$ cat config.mk
export PLATFORM = sky130hd
export DESIGN_NAME = prefetch_queue
export DESIGN_NICKNAME = d
export VERILOG_FILES = /design/src/rtl/pfq_pkg.sv /design/src/rtl/pfq_ring.sv /design/src/rtl/pfq_fetch.sv /design/src/rtl/pfq_status.sv /design/src/rtl/prefetch_queue.sv
export SDC_FILE = /design/constraint.sdc
export NUM_CORES = 1
export LEC_CHECK = 0
export ABC_AREA = 1
export BUFFER_PORTS_ARGS = -buffer_cell sky130_fd_sc_hd__buf_4
export CORE_MARGIN = 8
export CORE_UTILIZATION = 35
export DETAILED_ROUTE_END_ITERATION = 8
export GPL_ROUTABILITY_DRIVEN = 0
export PLACE_DENSITY_LB_ADDON = 0.3
export SYNTH_ARGS = -nofsm -noshare
export SYNTH_HDL_FRONTEND = slang
export SYNTH_SLANG_ARGS = --single-unit
$ cat constraint.sdc
create_clock -name clk -period 4.1 [get_ports clk]
set_input_delay 0.82 -clock clk [delete_from_list [all_inputs] [get_ports clk]]
set_output_delay 0.82 -clock clk [all_outputs]
set_load 0.05 [all_outputs]
$ cat src/rtl/pfq_pkg.sv
// Shared definitions of the prefetch queue.
// Assumes: nothing beyond IEEE 1800-2017.
package pfq_pkg;
    // Queue activity code, reported one clock after the operation.
    typedef enum logic [1:0] {
        QS_NONE  = 2'b00,
        QS_FIRST = 2'b01,
        QS_EMPTY = 2'b10,
        QS_NEXT  = 2'b11
    } qs_code_t;
endpackage

$ cat src/rtl/pfq_ring.sv
// Circular byte store. Each clock it takes in up to two bytes and gives out one.
// Assumes: the caller never writes more bytes than are free, and reads only
// when the store is not empty. clr empties the store at once.
module pfq_ring #(
    parameter int DEPTH = 6,
    parameter int BW    = 8
) (
    input  logic                         clk,
    input  logic                         rst_n,
    input  logic                         clr,
    input  logic [1:0]                   wr_n,
    input  logic [BW-1:0]                wr_d0,
    input  logic [BW-1:0]                wr_d1,
    input  logic                         rd,
    output logic [BW-1:0]                head,
    output logic [$clog2(DEPTH+1)-1:0]   occ
);
    localparam int PW = $clog2(DEPTH);
    localparam int OW = $clog2(DEPTH+1);

    logic [PW-1:0] wp, rp, wp1;
    logic [BW-1:0] slot [DEPTH];

    function automatic logic [PW-1:0] bump(input logic [PW-1:0] p);
        return (p == PW'(DEPTH-1)) ? '0 : p + 1'b1;
    endfunction

    assign wp1  = bump(wp);
    assign head = slot[rp];

    // One register per slot, written by the first or the second incoming byte.
    for (genvar i = 0; i < DEPTH; i++) begin : g_slot
        always_ff @(posedge clk) begin
            if (wr_n != 2'd0 && wp == PW'(i))
                slot[i] <= wr_d0;
            else if (wr_n == 2'd2 && wp1 == PW'(i))
                slot[i] <= wr_d1;
        end
    end

    // Keep the pointers and the fill count.
    always_ff @(posedge clk) begin
        if (!rst_n || clr) begin
            wp  <= '0;
            rp  <= '0;
            occ <= '0;
        end else begin
            case (wr_n)
                2'd1:    wp <= wp1;
                2'd2:    wp <= bump(wp1);
                default: wp <= wp;
            endcase
            if (rd)
                rp <= bump(rp);
            occ <= occ + OW'(wr_n) - OW'(rd);
        end
    end
endmodule

$ cat src/rtl/pfq_fetch.sv
// Fetch address generator. It allows one outstanding word fetch at a time.
// It keeps the even fetch offset, remembers when a granted fetch was
// overtaken by a flush (so that its data is dropped), and marks an odd
// target, so that the first word keeps only its upper byte.
// Assumes: data returns no earlier than the clock after its grant.
module pfq_fetch #(
    parameter logic [15:0] RESET_OFF = 16'h0000
) (
    input  logic        clk,
    input  logic        rst_n,
    input  logic        flush,
    input  logic [15:0] target,
    input  logic [15:0] seg_base,
    input  logic        space_ok,
    input  logic        gnt,
    input  logic        rvalid,
    output logic        req,
    output logic [19:0] addr,
    output logic        word_ok,
    output logic        upper_only
);
    logic [15:0] off;
    logic        busy, drop, odd;

    assign req        = !busy && space_ok && !flush;
    assign addr       = {seg_base, 4'b0000} + {4'b0000, off};
    assign word_ok    = rvalid && !drop && !flush;
    assign upper_only = odd;

    // Follow the offset, the outstanding fetch and the drop and odd marks.
    always_ff @(posedge clk) begin
        if (!rst_n) begin
            off  <= {RESET_OFF[15:1], 1'b0};
            busy <= 1'b0;
            drop <= 1'b0;
            odd  <= RESET_OFF[0];
        end else if (flush) begin
            off  <= {target[15:1], 1'b0};
            odd  <= target[0];
            drop <= busy && !rvalid;
            busy <= busy && !rvalid;
        end else begin
            if (req && gnt) begin
                off  <= off + 16'd2;
                busy <= 1'b1;
            end else if (rvalid) begin
                busy <= 1'b0;
            end
            if (rvalid) begin
                drop <= 1'b0;
                if (!drop)
                    odd <= 1'b0;
            end
        end
    end
endmodule

$ cat src/rtl/pfq_status.sv
// Registered queue activity code.
// Assumes: flush outranks a take in the same clock.
module pfq_status
    import pfq_pkg::*;
(
    input  logic       clk,
    input  logic       rst_n,
    input  logic       flush,
    input  logic       took,
    input  logic       first,
    output logic [1:0] qstat
);
    qs_code_t nxt;

    // Pick the code for this clock's operation.
    always_comb begin
        if (flush)
            nxt = QS_EMPTY;
        else if (took)
            nxt = first ? QS_FIRST : QS_NEXT;
        else
            nxt = QS_NONE;
    end

    // Report it during the following clock.
    always_ff @(posedge clk) begin
        if (!rst_n)
            qstat <= QS_NONE;
        else
            qstat <= nxt;
    end
endmodule

$ cat src/rtl/prefetch_queue.sv
// Instruction prefetch queue. It fetches aligned words, stores up to DEPTH
// bytes and gives the decoder one byte per clock. When the queue is empty,
// the first useful incoming byte goes straight to the decoder.
// Assumes: seg_base changes only together with flush.
module prefetch_queue #(
    parameter int          DEPTH     = 6,
    parameter logic [15:0] RESET_OFF = 16'h0000
) (
    input  logic        clk,
    input  logic        rst_n,
    input  logic [15:0] seg_base,
    input  logic        flush,
    input  logic [15:0] flush_target,
    output logic        fetch_req,
    output logic [19:0] fetch_addr,
    input  logic        fetch_gnt,
    input  logic        fetch_rvalid,
    input  logic [15:0] fetch_rdata,
    input  logic        dec_take,
    input  logic        dec_first,
    output logic        dec_valid,
    output logic [7:0]  dec_byte,
    output logic [1:0]  qstat
);
    localparam int OW    = $clog2(DEPTH+1);
    localparam int LIMIT = DEPTH - 2;

    logic [OW-1:0] occ;
    logic [7:0]    head, in_b0, in_b1, wd0;
    logic [1:0]    in_n, wr_n;
    logic          word_ok, upper_only, space_ok, took, bypass, rd;

    assign space_ok = (occ <= OW'(LIMIT));

    pfq_fetch #(.RESET_OFF(RESET_OFF)) u_fetch (
        .clk(clk), .rst_n(rst_n), .flush(flush), .target(flush_target),
        .seg_base(seg_base), .space_ok(space_ok), .gnt(fetch_gnt),
        .rvalid(fetch_rvalid), .req(fetch_req), .addr(fetch_addr),
        .word_ok(word_ok), .upper_only(upper_only)
    );

    // Pick the useful bytes of the incoming word.
    always_comb begin
        in_b1 = fetch_rdata[15:8];
        in_b0 = upper_only ? fetch_rdata[15:8] : fetch_rdata[7:0];
        if (!word_ok)
            in_n = 2'd0;
        else
            in_n = upper_only ? 2'd1 : 2'd2;
    end

    assign dec_valid = !flush && (occ != '0 || in_n != 2'd0);
    assign dec_byte  = (occ != '0) ? head : in_b0;
    assign took      = dec_valid && dec_take;
    assign bypass    = took && (occ == '0);

    // Route the write and read of the store around a bypass.
    always_comb begin
        if (bypass) begin
            wr_n = in_n - 2'd1;
            wd0  = in_b1;
            rd   = 1'b0;
        end else begin
            wr_n = in_n;
            wd0  = in_b0;
            rd   = took;
        end
    end

    pfq_ring #(.DEPTH(DEPTH), .BW(8)) u_ring (
        .clk(clk), .rst_n(rst_n), .clr(flush), .wr_n(wr_n),
        .wr_d0(wd0), .wr_d1(in_b1), .rd(rd), .head(head), .occ(occ)
    );

    pfq_status u_stat (
        .clk(clk), .rst_n(rst_n), .flush(flush), .took(took),
        .first(dec_first), .qstat(qstat)
    );
endmodule

=== After elaboration in Yosys (flattened, before gate mapping) ===
Memory sizes are Yosys's and may differ from the RTL's. A register that Yosys moved wholly into a read port is not among the register bits.
Index checks and enable logic that the tools add are counted.
Widths: inputs -> output; s select.

* Div/mod/pow operators: 0
* Reductions and logical operators: 45
* $lt $le $gt $ge: 1
* Multipliers: 0
* Bitwise gates (word level): 8
* Shift operators: 0
* Muxes and demuxes: 73
* Equality and inequality tests: 14
* $add $sub $neg: 8

{| class="wikitable"
|+ Operators with widths
! cell !! count
|-
| $mux 8 || 13
|-
| $mux 1 || 42
|-
| $mux 16 || 2
|-
| $reduce_or 8->1 || 4
|-
| $mux 3 || 9
|-
| $logic_and 1x1->1 || 21
|-
| $add 20x16->20 || 1
|-
| $add 16x2->16 const B || 1
|-
| $eq 3x3->1 const B || 5
|-
| $eq 3x2->1 const B || 4
|-
| $mux 2 || 6
|-
| $reduce_bool 2->1 || 5
|-
| $add 3x1->3 const B || 3
|-
| $logic_not 3->1 || 3
|-
| $eq 3x1->1 const B || 2
|-
| $or 1x1->1 || 6
|-
| $pmux 3 s2 || 1
|-
| $reduce_bool 3->1 || 2
|-
| $logic_not 1->1 || 5
|-
| $add 3x2->3 || 1
|-
| $le 3x3->1 const B || 1
|-
| $reduce_or 3->1 || 1
|-
| $sub 3x1->3 || 1
|-
| $eq 2x1->1 const B || 1
|-
| other kinds (7) || 9
|}

* Memories kept: 1
* Memory bits (writable): 48
* Bits in latches: 0
* Bits in read-only memories: 0
* Logic and storage cells: 160
* Register bits: 30
* Input bits: 55

{| class="wikitable"
|+ Memory list
! name !! depth !! bits a word !! read ports !! clocked after Yosys merged registers in !! wr ports !! line !! RTL
|-
| u_ring.slot || 6 || 8 || 1 || 1 || 2 || pfq_ring.sv:22 || <nowiki>logic [BW-1:0] slot [DEPTH];</nowiki>
|}

=== Longest topological paths before layout ===
* Depth in word-level cells: 19
* Gate-level depth with buffers: 20
* Depth with buffers taken out: 20

=== By module ===
A second synthesis with hierarchy kept.

* Cells, all modules: 822
* Area total of the unflattened synthesis: 5715.5 sq um

{| class="wikitable"
|+ By module, submodules not included
! module !! times used !! seq. area each (sq um) !! area each (sq um) !! cells an instance
|-
| pfq_ring || 1 || 1681.6 || 3238.1 || 385
|-
| pfq_fetch || 1 || 360.3 || 1946.9 || 334
|-
| prefetch_queue || 1 || 0.0 || 466.7 || 95
|-
| pfq_status || 1 || 40.0 || 63.8 || 8
|}

=== Worst setup path before layout ===
No wires, ideal clock.

* Kind: input -> output
* Start point: input port seg_base[0]
* End point: output port fetch_addr[14]
* Stages: 9
* Data required time: 3280 ps
* Slack: 480 ps
* Path buffers: 0
* Data arrival time: 2800 ps
* Cell sequence: ha_1 -> inv_1 -> fa_1 -> nand3b_1 -> nand2_1 -> a21boi_0 -> nor2_1 -> o22ai_1 -> xnor2_1

* Longest elaborated chain between the ends: 1

{| class="wikitable"
|+ RTL lines
! what !! line !! RTL
|-
| start, declared || prefetch_queue.sv:11 || <nowiki>input logic [15:0] seg_base,</nowiki>
|-
| $add 20x16->20 || pfq_fetch.sv:26 || <nowiki>assign addr = {seg_base, 4'b0000} + {4'b0000, off};</nowiki>
|-
| end, declared || prefetch_queue.sv:15 || <nowiki>output logic [19:0] fetch_addr,</nowiki>
|}

No other way between the ends.

=== Worst setup path in the final report ===
* Start point: input port seg_base[2]
* End point: output port fetch_addr[19]

The elaborated chain is that of the path after synthesis.

==> impl_results.md <==
* CP Capture Type: primary output
* IO Pins at 87
* TritonCTS Buffers at 9
* Fin Hold WS at 0.488 ns
* Longest Clk Path Bufs at 2
* Status: completed
* Vias per std cell at ~5.0
* Synth async-reset ratio at 0%
* Crit path time final at 3.42 ns
* Root buf cell: clkbuf_16
* CTS Hold Buffers Added at 0
* Drt first pass iters at 7
* Reg2Reg Launch Point: u_fetch.drop
* Layout cell share with drive strength beyond 1 at 16.5%
* Leakage dissipation at around 2.7 nW
* Antenna cells at 0
* Vias in the first global route at ~4700
* Antenna Nets Post-Route at 0
* Layout Cells excl Fill at ~950
* Post-synth EDFFs at 48
* Final critical-path share of the clock period at between 80% and 90%
* Slew margin rel. at a little over two fifths
* Worst slack at placement at approximately 0.44 ns
* Vias post-DR at 4798
* Synth top area share at ~28%
* Mapped cell area at ~0.0052 sq mm
* Maximum vdd drop at about 0.22 mV
* Fmax at a little under 300 MHz
* Nets at between 800 and 900
* Synth Net Count at between 700 and 800
* Setup TNS at 0 ns
* Worst Slack Setup Final at slightly below 0.7 ns
* Die ar. at around 0.019 sq mm
* Die X at around 140 um
* Largest net degree at the start of global routing at 26
* Clock Sinks at 80
* Number of antenna violations at the first check in global routing at 0
* Hold crit path type: flip-flop to flip-flop
* Crit Path Max Fanout at 4
* Pwr dens at ~380 mW/mm^2
* Top_reg_cell synth: edfxtp_1
* Synth unique cells at 44
* Clock skew at around 0.0056 ns
* Core area at between 0.01 and 0.015 sq mm
* Worst-path clk slew at ~0.06 ns
* MaxCap Viol Count at 0
* Final Hold Fails at 0
* Starting Density at a little over a third
* Post-CTS Resized at 0
* Leading area contributor after synthesis: edfxtp_1
* First-pass GRT wire length at between 20000 and 25000 um
* Grt total ovfl at 0
* Post CTS Setup Buffer Count at 0
* Max H-tree Level at 3
* Register area share after synthesis at 39.9%
* Most area-consuming cells after synthesis: edfxtp_1 (28%), dfxtp_1 (12%), nand2_1 (11%), nor2_1 (6.9%), o21ai_0 (4.7%)
* CP Launch Point: seg_base[2]
* RSZ-0062 raised after global routing: false
* Synth warn at 0
* Setup violators final at 0
* Routed wire per std cell at about 15 um
* WP data arrival at roughly 2.6 ns
* Hold_sp: u_fetch.busy
* DP HPWL at between 10000 and 15000 um
* PortBufs at 85
* TritonCTS clock tree: built
* Req. time, crit path at 3.28 ns
* Area Growth Syn to Fin at 19.5%
* Synth Instances at 690
* CP Launch Type: input port
* Max-slew violations at 0
* Latest clock arrival within the worst-skew pair at 0.34 ns
* Avg Cell Area, Syn at ~7.6 sq um
* Site Rows at between 40 and 50
* GRT Util Overall at ~15%
* Synth Register Bits at 80
* DRT iter0 DRCs at ~370
* Worst Tran Pin Value at 0.832 ns
* Placed Cells at 937
* Critical path class: input port to primary output
* Die H at between 100 and 150 um
* DRC at 0
* Final Core Density at between 40% and 50%
* DRT Wirelength at 14200 um
layout make-up:
class | count | area, sq um
clock buffer | 10 | 229
clock inverter | 6 | 45.0
fill | 1522 | 8310
inverter | 67 | 251
multi-input combinational | 516 | 2720
sequential | 80 | 2080
tap | 184 | 230
timing repair buffer | 90 | 676
cells in the mapped netlist, types with 3 or more instances:
master and count:
nand2_1 155, nor2_1 96, inv_1 65, o21ai_0 49, edfxtp_1 48, o21ai_1 42, nand3_1 37, dfxtp_1 32
a21oi_1 26, ha_1 16, clkbuf_1 15, a31oi_1 11, xor2_1 11, o32ai_1 8, nor3_1 7, buf_6 6
nand2_2 6, xnor2_1 6, nand4_1 5, a211oi_1 4, buf_4 4, o211ai_1 4, o22ai_1 4, nand3_4 3
o31ai_1 3
layer usage:
metal	up-vias	GRT usage [%]	wire (um)
met3	14	2.91	600
met2	111	24.6	6820
met1	2178	19.0	6600
li1	2495	-	-
met4	0	4.81	214
met5	-	0	0
flip-flops by register name (all words and copies together), names as in the netlist, named ones only:
signal and flops:
u_fetch.drop 1, u_ring.occ 3, u_ring.rp 3, u_fetch.busy 1
u_ring.wp 3, u_fetch.upper_only 1, u_stat.qstat 2, u_ring.slot 48
u_fetch.off 15
cell families (layout without fill, tap and decap cells):
logic type                 after synthesis  count (layout)  share of synthesized area (%)
and+or+nand+nor                        321             321                           27.2
AOI/OAI and AO/OA                      159             159                           17.4
buffers and inverters                   94             173                           7.97
other                                    1               1                         0.0719
DFF                                     80              80                           39.9
xor gates and xnor gates                17              17                           2.86
adders and majority gates               18              18                           4.61
final timing paths:
check,to,cells after the start,slack [ns]
hold reg to reg,u_fetch.busy,2,0.49
hold / removal,u_fetch.busy,2,0.49
setup reg to reg,u_ring.occ[2],18,1.09
setup / recovery,fetch_addr[19],11,0.68
cell usage in the layout (no fill, tap or decap), drive strengths merged:
master	n
xor2	11
dfxtp	32
nor2	100
nor4	2
a211oi	4
ha	16
clkbuf	10
nand2	163
o221ai	2
o22ai	4
a31oi	11
buf	90
o31ai	3
a21o	1
conb	1
nand4	6
edfxtp	48
a311oi	1
inv	68
fa	2
nor3	8
a21boi	2
clkinvlp	3
xnor2	6
clkinv	2
nand3	41
a21oi	26
o32ai	8
o211ai	4
nand3b	1
o21ai	93
per-stage QoR:
stage / cell area [sq um] / total power (W)
final: 6230 / 0.00234
after CTS: 6230 / 0.00236
after detailed placement: 5950 / 0.00161
after global routing: 6230 / 0.00244
after floorplan: 5210 / 0.00141
after global placement: 5950 / 0.00160
power by group:
part	internal (W)	switching (W)	total, W
clock	0.000412	0.000339	0.000751
sequential	0.000899	0.0000226	0.000921
combinational	0.000215	0.000451	0.000666
worst max-delay path: stages:
cell and delay (ns):
buf_4 0.11, ha_1 0.34, a21oi_1 0.16, nand2_1 0.10, a21oi_1 0.37, o21ai_0 0.21
nand3_1 0.14, nand2_1 0.06, nand2_1 0.05, nand2_1 0.04, buf_4 0.18
No activity file was read; power rests on OpenSTA's default activity.
